`config.mk`:
```
export PLATFORM = sky130hd
export DESIGN_NAME = sgi_dispatch
export DESIGN_NICKNAME = d
export VERILOG_FILES = /design/src/rtl/sgi_dispatch.sv
export SDC_FILE = /design/constraint.sdc
export NUM_CORES = 1
export LEC_CHECK = 0
export BUFFER_PORTS_ARGS = -buffer_cell sky130_fd_sc_hd__buf_2
export CORE_MARGIN = 2
export CORE_UTILIZATION = 45
export DETAILED_ROUTE_END_ITERATION = 10
export PLACE_DENSITY_LB_ADDON = 0.08
export SYNTH_ARGS = -nofsm -noshare
export SYNTH_HDL_FRONTEND = slang
export SYNTH_SLANG_ARGS = --single-unit
```
`constraint.sdc`:
```
create_clock -name clk -period 4 [get_ports clk]
set_clock_uncertainty 0.2 [all_clocks]
set_input_delay 0.6 -clock clk [delete_from_list [all_inputs] [get_ports clk]]
set_output_delay 0.6 -clock clk [all_outputs]
set_load 0.01 [all_outputs]
```
`src/rtl/sgi_dispatch.sv`:
```
module sgi_dispatch #(
  parameter int NUM_ID   = 16,
  parameter int NUM_CPU  = 2,
  parameter int ID_W     = $clog2(NUM_ID),
  parameter int MASK_LSB = 16,
  parameter int DATA_W   = 32
) (
  input  logic                      clk,
  input  logic                      rst_n,
  input  logic                      wr_en,
  input  logic [DATA_W-1:0]         wr_data,
  input  logic [NUM_CPU-1:0]        ack_valid,
  input  logic [NUM_CPU*ID_W-1:0]   ack_id,
  output logic [NUM_CPU*NUM_ID-1:0] pend,
  output logic [NUM_ID-1:0]         done
);
  localparam int CELLS = NUM_CPU * NUM_ID;

  wire [ID_W-1:0]    wr_id   = wr_data[ID_W-1:0];
  wire [NUM_CPU-1:0] wr_mask = wr_data[MASK_LSB +: NUM_CPU];

  logic [CELLS-1:0]  pend_q, pend_d;
  logic [NUM_ID-1:0] row_now, row_next, done_q;

  for (genvar n = 0; n < NUM_CPU; n++) begin : g_cpu
    for (genvar k = 0; k < NUM_ID; k++) begin : g_id
      wire hit_set = wr_en && wr_mask[n] && (wr_id == ID_W'(k));
      wire hit_clr = ack_valid[n] && (ack_id[n*ID_W +: ID_W] == ID_W'(k));
      assign pend_d[n*NUM_ID+k] = (pend_q[n*NUM_ID+k] && !hit_clr) || hit_set;
    end
  end

  always_comb begin
    row_now  = '0;
    row_next = '0;
    for (int n = 0; n < NUM_CPU; n++) begin
      row_now  = row_now  | pend_q[n*NUM_ID +: NUM_ID];
      row_next = row_next | pend_d[n*NUM_ID +: NUM_ID];
    end
  end

  always_ff @(posedge clk) begin
    if (!rst_n) begin
      pend_q <= '0;
      done_q <= '0;
    end else begin
      pend_q <= pend_d;
      done_q <= row_now & ~row_next;
    end
  end

  assign pend = pend_q;
  assign done = done_q;
endmodule


```
==> flow_summary.yaml, run 1 <==
critical_path:
  crit_type: "primary input to flop"
  worstSetupStartpointType: "primary input"
  crit_arrival_ps: 1880
  critical_path.max_fanout: 12
  end_kind: "flop"
  cp_data_required_time_ps: 3980
clock_network:
  cts_buffers: 5
  ctsResizeCount: 0
  clk_pin_slew_ps: 80
  clock_latency_ps: 300
  cts_root_buffer: "clkbuf_8"
  post_cts_buffers: 0
  cts_tree: "done"
  ctsHoldBuffers: 0
  clock_path_buffers: 2
  clock-sinks: 48
  htreeDepth: 2
final_layout:
  num_antenna_cells: 0
  fin_nets: 342
  drive_gt1_frac: 0.275
  fillers: 446
  area_delta_synth_final_pct: 19.8
synth:
  synth_nets: 280
  syn_area_mm2: 0.00213
  synth_seq_cells: 48
  yosysUniqueCellTypes: 29
  yosys-top-cells-area: "dfxtp_1 45%, o21ai_0 10%, a21boi_0 9.2%"
  syn_inst: 235
  yosysTopAreaCell: "dfxtp_1"
  synth_warnings: 0
  syn_avg_cell_area_um2: 9.07
  netlist.area_leader.share: 0.451
  synth_seq_area_share: 0.451
power_and_ir_drop:
  powerDensity_mw_per_mm2: 324
  ir_worst_vdd_mv: 0.172
  power_w: 0.000828
  power.leakage_nw: 1.07
place:
  gp_congestion: 0.778
  post-dp-hpwl_um: 4070
  io_buffers: 66
sta:
  worst_pin_slew_ps: 886
  max_freq_mhz: 527
  fin_crit_ps: 1900
  relSlewSlack: 0.408
  holdWs_ps: 327
  report.final.slew_viol_count: 0
  final.setup.tns_ps: 0
  hold_viol: 0
  setup_viol: 0
  fin_crit_sh: 0.475
  rsz0062_at_grt: "false"
global_routing:
  antenna_found_initial: 0
  grt_pass1_wl_um: 9000
  grt.overflow.total: 0
  grt_max_degree: 49
  first_global_vias: 1760
  grt.total_usage: 0.227
floorplan:
  row_count: 25
  start_util: 0.460
  boundaryPins: 93
  core_area_mm2: 0.00463
  die_h_um: 72.8
  die_w_um: 72.8
  die_area_mm2: 0.00530
routing:
  routed_wl_um: 5770
  drtIter0Drc: 123
  drc: 0
  routedWlPerCell_um: 16.5
  vias: 1956
  ant_nets: 0
  drtPass1Iterations: 4
  via_per_inst: 5.60
job:
  max_cap_violations: 0
outcome:
  status: "finished clean"
hold_path:
  holdCritPathClass: "flop to flop"
-- synth_stat cells (all sizes together) --
master    n
a2111oi   3
a21boi   26
a21oi     4
and2      7
and3      4
and4      2
and4b     4
and4bb    5
buf       3
clkbuf    8
dfxtp    48
nand2    29
nand2b    5
nand3     2
nand3b    4
nor2      2
nor2b     2
nor3      3
nor3b     4
nor4      3
nor4bb    6
o2111a    1
o211ai    1
o21a     12
o21ai    43
or2       2
or3b      2
-- layer usage --
layer / part of all wire / GRT usage
met4: 0.019 / 0.0926
met2: 0.44 / 0.344
met1: 0.47 / 0.302
met3: 0.074 / 0.0677
met5: 0 / 0
-- logic make-up (layout without fill, tap and decap cells) --
| group | Yosys count | count (layout) | share of synthesized area |
|---|---|---|---|
| compound gates | 90 | 90 | 0.272 |
| buf+inv | 11 | 71 | 0.0211 |
| flops | 48 | 48 | 0.451 |
| simple gates | 86 | 86 | 0.256 |
-- worst paths after layout --
kind	depth (start not counted)	to	startpoint	slack, ps
worst max-delay path	4	done[6]	wr_data[2]	2100
worst min-delay path	2	pend[19]	pend[19]	330
worst max register to register	2	done[4]	pend[20]	2830
worst min register to register	2	pend[19]	pend[19]	330
-- flip-flops by register name, indices dropped and copies added (netlist names) --
name	cells
done	16
pend	32
-- cell usage in the layout (no fill, tap or decap), drive strengths merged --
cell type and count:
nand2b 5, nor2b 2, a2111oi 3, and4b 4
or2 2, a21oi 4, nor4bb 6, nand2 29
a21boi 26, o21a 12, o2111a 1, clkbuf 5
buf 66, dfxtp 48, o21ai 43, o211ai 1
nor3b 4, nand3 2, nor3 3, nor2 2
and4bb 5, and3 4, or3b 2, nand3b 4
nor4 3, and4 2, and2 7
-- critical path, cell delays in order --
cell      delay (ps)
buf_2            140
nor2b_1          720
nor3b_1          320
nor4bb_1          90
-- through the flow --
step                      std cells  cell area (µm²)  setup WS, ps   util
after CTS                       349             2550          2100  0.551
after floorplan                 235             2130          2280      -
after global routing            349             2550          1970  0.551
final                           349             2550          2100  0.551
after detailed placement        344             2480          1780  0.536
after global placement          344             2480          1770  0.536
-- power by group --
| part | internal (W) | switching (W) |
|---|---|---|
| combinational | 0.0000293 | 0.0000534 |
| clock | 0.000113 | 0.000146 |
| sequential | 0.000484 | 0.00000303 |
| total | 0.000626 | 0.000202 |
-- area by class of cell --
cell class,count,area [µm²],area share
repair buffers,66,330,0.129
multi-input cells,176,1120,0.441
well taps,54,67.6,0.0265
clock buffers,5,68.8,0.0270
flip-flops and latches,48,961,0.376
(Power assumes the default switching activity.)
==> inputs of run 2 (changes only) <==
--- a/config.mk
+++ b/config.mk
@@ -5,6 +5,7 @@
 export SDC_FILE = /design/constraint.sdc
 export NUM_CORES = 1
 export LEC_CHECK = 0
+export ABC_AREA = 1
 export BUFFER_PORTS_ARGS = -buffer_cell sky130_fd_sc_hd__buf_2
 export CORE_MARGIN = 2
 export CORE_UTILIZATION = 45
==> constraint.sdc (replaced) <==
create_clock -name clk -period 1.9 [get_ports clk]
set_clock_uncertainty 0.2 [all_clocks]
set_input_delay 0.285 -clock clk [delete_from_list [all_inputs] [get_ports clk]]
set_output_delay 0.285 -clock clk [all_outputs]
set_load 0.01 [all_outputs]
==> flow_summary.yaml, run 2 <==
critical_path:
  rr_worst_depth: 4
  crit_family: "flip-flops"
  max_stage_delay_ps: 380
  crit_chain: "buf_2"
  worstSetupStartpointType: "flop"
  critical_path.max_fanout: 3
  r2r_slack_ps: 880
  timing.rr.start: "pend[6]"
  crit_arrival_ps: 820
  end_kind: "output port"
  cp_data_required_time_ps: 1410
  timing.rr.end: "done[6]"
  path_buf_inv: 1
  cp_slowest_cell: "dfxtp_1"
  crit_type: "flop to output port"
global_routing:
  antenna_found_initial: 0
  use_met1: 0.292
  first_global_vias: 1911
  grt_pass1_wl_um: 8910
  met3_usage: 0.0458
  busiest_layer: "met2"
  grt.overflow.total: 0
  grt_max_degree: 49
  grtUsageMet2: 0.360
  grt.total_usage: 0.220
synth:
  synth_seq_cells: 48
  async_flop_share: 0
  syn_area_mm2: 0.00210
  synth_warnings: 0
  synth_seq_area_share: 0.457
  synth_nets: 346
  netlist.area_leader.share: 0.457
  yosys-top-cells-count: "60 x nand3_1, 56 x nor2_1, 48 x dfxtp_1, 39 x nand2_1, 32 x a21oi_1"
  ys.flop_type: "dfxtp_1"
  syn_inst: 301
  yosys-top-cells-area: "dfxtp_1 46%, nand3_1 14%, nor2_1 10%"
  synth_edf_count: 0
  yosysTopAreaCell: "dfxtp_1"
  syn_avg_cell_area_um2: 6.99
  yosysMostFrequentCell: "nand3_1"
  yosysUniqueCellTypes: 12
clock_network:
  cts_buffers: 5
  clock_latency_ps: 300
  clock-sinks: 48
  post_cts_buffers: 0
  ctsResizeCount: 0
  clock_path_buffers: 2
  ctsHoldBuffers: 0
  clk_pin_slew_ps: 90
  cts_tree: "done"
  cts_root_buffer: "clkbuf_8"
  htreeDepth: 2
hold_path:
  min_path_cells: 4
  min_from: "wr_data[1]"
  whs_endpoint: "pend[9]"
  holdCritPathClass: "primary input to flop"
final_layout:
  fillers: 446
  largest_reg_flops: 32
  num_antenna_cells: 0
  fin_nets: 414
  final_common_cell: "buf_2"
  drive_gt1_frac: 0.214
  area_delta_synth_final_pct: 22.6
  final_cell_mix: "66 x buf_2, 60 x nand3_1, 56 x nor2_1"
place:
  gp_congestion: 0.814
  preCtsSetupSlack_ps: 394
  io_buffers: 66
  post-dp-hpwl_um: 4180
sta:
  max_freq_mhz: 764
  worst_pin_slew_ps: 563
  rsz0062_at_grt: "false"
  setup_viol: 0
  final.setup.tns_ps: 0
  hold_viol: 0
  fin_crit_sh: 0.689
  relSlewSlack: 0.624
  fin_crit_ps: 1310
  setup_ws_ps: 591
  report.final.slew_viol_count: 0
routing:
  drtIter0Drc: 218
  via_per_inst: 5.20
  routedWlPerCell_um: 13.2
  drc: 0
  ant_nets: 0
  vias: 2193
  routed_wl_um: 5580
  drtPass1Iterations: 4
floorplan:
  core_area_mm2: 0.00441
  boundaryPins: 93
  die_h_um: 72.4
  die_w_um: 72.4
  start_util: 0.476
  die_area_mm2: 0.00524
  row_count: 24
power_and_ir_drop:
  ir_worst_vdd_mv: 0.392
  powerDensity_mw_per_mm2: 712
  power.leakage_nw: 1.28
job:
  max_cap_violations: 0
outcome:
  status: "finished clean"
==> run 2: logic make-up (layout without fill, tap and decap cells) <==
logic type             count (synthesis)  after routing  synth area share
flip-flops                            48             48             0.457
buffers and inverters                 34            103            0.0678
AO/OA/AOI/OAI                         60             60             0.151
AND/OR/NAND/NOR                      159            159             0.324
==> run 2: through the flow <==
step / std cells / hold slack [ps] / cell area, µm² / power (W) / utilization
2_1_floorplan: 301 / 312 / 2100 / 0.00115 / -
3_3_place_gp: 414 / 291 / 2490 / 0.00123 / 0.564
3_5_place_dp: 414 / 297 / 2490 / 0.00124 / 0.564
4_1_cts: 422 / 184 / 2580 / 0.00185 / 0.584
5_1_grt: 422 / 200 / 2580 / 0.00190 / 0.584
6_report: 422 / 197 / 2580 / 0.00184 / 0.584
==> run 2: final cells by class <==
| cell class | instances | area (µm²) | share of cell area |
|---|---|---|---|
| multi-input cells | 219 | 1000 | 0.388 |
| flip-flops and latches | 48 | 961 | 0.373 |
| repair buffers | 69 | 365 | 0.142 |
| inverters | 26 | 97.6 | 0.0378 |
| clock buffers | 8 | 90.1 | 0.0349 |
| well taps | 52 | 65.1 | 0.0252 |
==> run 2: worst max-delay path by stage <==
stage | endpoint | cells after the start | from | slack, ps
final | pend[6] | 1 | pend[6] | 590
after detailed placement | done[2] | 5 | wr_data[3] | 390
after CTS | pend[21] | 1 | pend[21] | 590
after global placement | done[11] | 6 | wr_en | 420
after floorplan | done[0] | 4 | wr_data[0] | 740
after global routing | done[2] | 6 | wr_en | 550
==> run 2: where the power goes <==
part           internal (W)  switching, W
Clock              0.000297      0.000326
Combinational     0.0000568      0.000131
Sequential          0.00102    0.00000684
==> run 2: per-layer routing <==
| layer | wire, µm | part of all wire | up-vias |
|---|---|---|---|
| li1 | - | - | 1132 |
| met1 | 2480 | 0.44 | 972 |
| met2 | 2620 | 0.47 | 83 |
| met3 | 421 | 0.075 | 6 |
| met4 | 66 | 0.012 | 0 |
| met5 | 0 | 0 | - |
==> run 2: worst register-to-register path, delay by kind of cell, from the launching register on <==
kind | cells | cell delay [ps]
flops | 1 | 380
simple gates | 4 | 380
==> inputs of run 3 (changes only) <==
--- a/config.mk
+++ b/config.mk
@@ -5,10 +5,10 @@
 export SDC_FILE = /design/constraint.sdc
 export NUM_CORES = 1
 export LEC_CHECK = 0
-export ABC_AREA = 1
+export ABC_AREA = 0
 export BUFFER_PORTS_ARGS = -buffer_cell sky130_fd_sc_hd__buf_2
 export CORE_MARGIN = 2
-export CORE_UTILIZATION = 45
+export CORE_UTILIZATION = 42
 export DETAILED_ROUTE_END_ITERATION = 10
 export PLACE_DENSITY_LB_ADDON = 0.08
 export SYNTH_ARGS = -nofsm -noshare
==> constraint.sdc (replaced) <==
create_clock -name clk -period 1.15 [get_ports clk]
set_clock_uncertainty 0.2 [all_clocks]
set_input_delay 0.1725 -clock clk [delete_from_list [all_inputs] [get_ports clk]]
set_output_delay 0.1725 -clock clk [all_outputs]
set_load 0.01 [all_outputs]
==> flow_summary.yaml, run 3 (synthesis gave the netlist of run 1 again) <==
outcome:
  status: "finished, violations left"
  violations: "negative setup slack"
floorplan:
  core_area_mm2: 0.00482
  row_count: 25
  boundaryPins: 93
  die_h_um: 75.2
  die_w_um: 75.2
  die_area_mm2: 0.00566
  start_util: 0.442
clock_network:
  clk_pin_slew_ps: 80
  clock_latency_ps: 300
  cts_tree: "done"
  clock-sinks: 48
  cts_root_buffer: "clkbuf_8"
  htreeDepth: 2
  clock_path_buffers: 2
  cts_buffers: 5
  ctsHoldBuffers: 0
global_routing:
  grt_max_degree: 17
  first_global_vias: 1989
  grt.total_usage: 0.242
  grt.overflow.total: 0
  antenna_found_initial: 0
  grt_pass1_wl_um: 9940
routing:
  routed_wl_um: 6770
  drtPass1Iterations: 5
  ant_nets: 0
  routedWlPerCell_um: 16.5
  via_per_inst: 5.44
  drc: 0
  drtIter0Drc: 145
  vias: 2227
final_layout:
  fin_nets: 386
  area_delta_synth_final_pct: 51.3
  largest_reg_flops: 32
  fin_area_mm2: 0.00322
  num_antenna_cells: 0
  fillers: 440
  drive_gt1_frac: 0.491
  final_cell_mix: "44 x buf_4, 35 x buf_2, 33 x dfxtp_2"
  stdcell_count: 409
  final_common_cell: "buf_4"
critical_path:
  r2r_slack_ps: -10
  cp-startpoint: "ack_id[6]"
  crit_arrival_ps: 1170
  worstSetupStartpointType: "primary input"
  cp_data_required_time_ps: 1150
  crit_type: "primary input to flop"
  end_kind: "flop"
  timing.rr.start: "pend[7]"
  cp_slowest_cell: "or3b_4"
  max_stage_delay_ps: 430
  crit_chain: "buf_6, or3b_4, o21a_1, a2111oi_2"
  critical_path.max_fanout: 4
  timing.rr.end: "done[7]"
  rr_worst_depth: 4
sta:
  hold_viol: 0
  max_freq_mhz: 858
  setup_ws_ps: -15.5
  setup_viol: 3
  final.setup.tns_ps: -45.1
  fin_crit_sh: 1.01
  fin_crit_ps: 1170
  relSlewSlack: 0.741
  rsz0062_at_grt: "true"
  worst_pin_slew_ps: 384
  report.final.slew_viol_count: 0
power_and_ir_drop:
  switching_share: 0.243
  power.leakage_nw: 1.35
  powerDensity_mw_per_mm2: 978
  p_comb_frac: 0.138
  power_w: 0.00315
  p_clk_frac: 0.323
  ir_worst_vdd_mv: 0.722
  p_int_w: 0.00239
  seq_power_share: 0.538
  switching_power_w: 0.000767
hold_path:
  holdCritPathClass: "primary input to flop"
  min_path_cells: 2
  min_from: "rst_n"
  whs_endpoint: "pend[0]"
place:
  place_inst: 390
  place_area_mm2: 0.00277
  post-dp-hpwl_um: 4780
  preCtsSetupSlack_ps: -362
  gp_congestion: 0.812
  io_buffers: 66
job:
  max_cap_violations: 0
run 3: cell count changes in the layout (fill, tap and decap cells not counted), moves of 10 or more:
cell / delta
a21oi_1: -28
o21ai_0: +10
buf_4: +42
o21a_1: +12
dfxtp_2: +33
o21ai_1: +11
dfxtp_1: -33
nor2_1: -54
buf_6: +30
a21boi_0: +26
buf_2: -31
inv_1: -26
nand3_1: -58
nand2_1: -10
run 3: timing repair:
item	CTS	global route
setup buffers	5	6
hold endpoints to repair	0	0
pin swaps	3	5
gates cloned	0	0
setup endpoints to repair	38	43
gates resized for setup	37	46
run 3: per-stage QoR:
| stage | hold WS (ps) | util |
|---|---|---|
| global placement | 310 | 0.575 |
| global route | 61.8 | 0.669 |
| finish | 55.0 | 0.669 |
| detailed placement | 313 | 0.575 |
| CTS | 44.2 | 0.615 |
| floorplan | 250 | - |
run 3: area by class of cell:
type                            count  area (µm²)  area share
Clock buffer                        8        90.1      0.0279
Multi-Input combinational cell    176        1180       0.367
Sequential cell                    48        1000       0.311
Tap cell                           67        83.8      0.0260
Timing Repair Buffer              110         863       0.268
run 3: power by group through the flow:
stage / Combinational, W / Sequential [W] / Clock (W)
2_1_floorplan: 0.000159 / 0.00174 / 0
3_3_place_gp: 0.000381 / 0.00173 / 0
3_5_place_dp: 0.000381 / 0.00173 / 0
4_1_cts: 0.000396 / 0.00169 / 0.00104
5_1_grt: 0.000469 / 0.00170 / 0.00111
6_report: 0.000436 / 0.00170 / 0.00102
run 3: critical path: cells and delay by family:
family	cells	cell delay, ps
AO/OA/AOI/OAI	2	470
buffers and inverters	1	100
AND/OR/NAND/NOR	1	430
run 3: worst max path at each step:
stage,end,slack (ps),cells after the start
2_1_floorplan,done[0],-150,3
3_3_place_gp,done[6],-350,4
3_5_place_dp,done[8],-360,4
4_1_cts,done[0],-3,4
5_1_grt,done[0],-70,4
6_report,done[0],-20,4
run 3: per-layer routing:
layer  wire length (µm)  vias up  track usage
li1                   -     1077            -
met2               3280       91        0.389
met3                401       10       0.0375
met1               3000     1049        0.336
met4                 91        0       0.0760
met5                  0        -            0
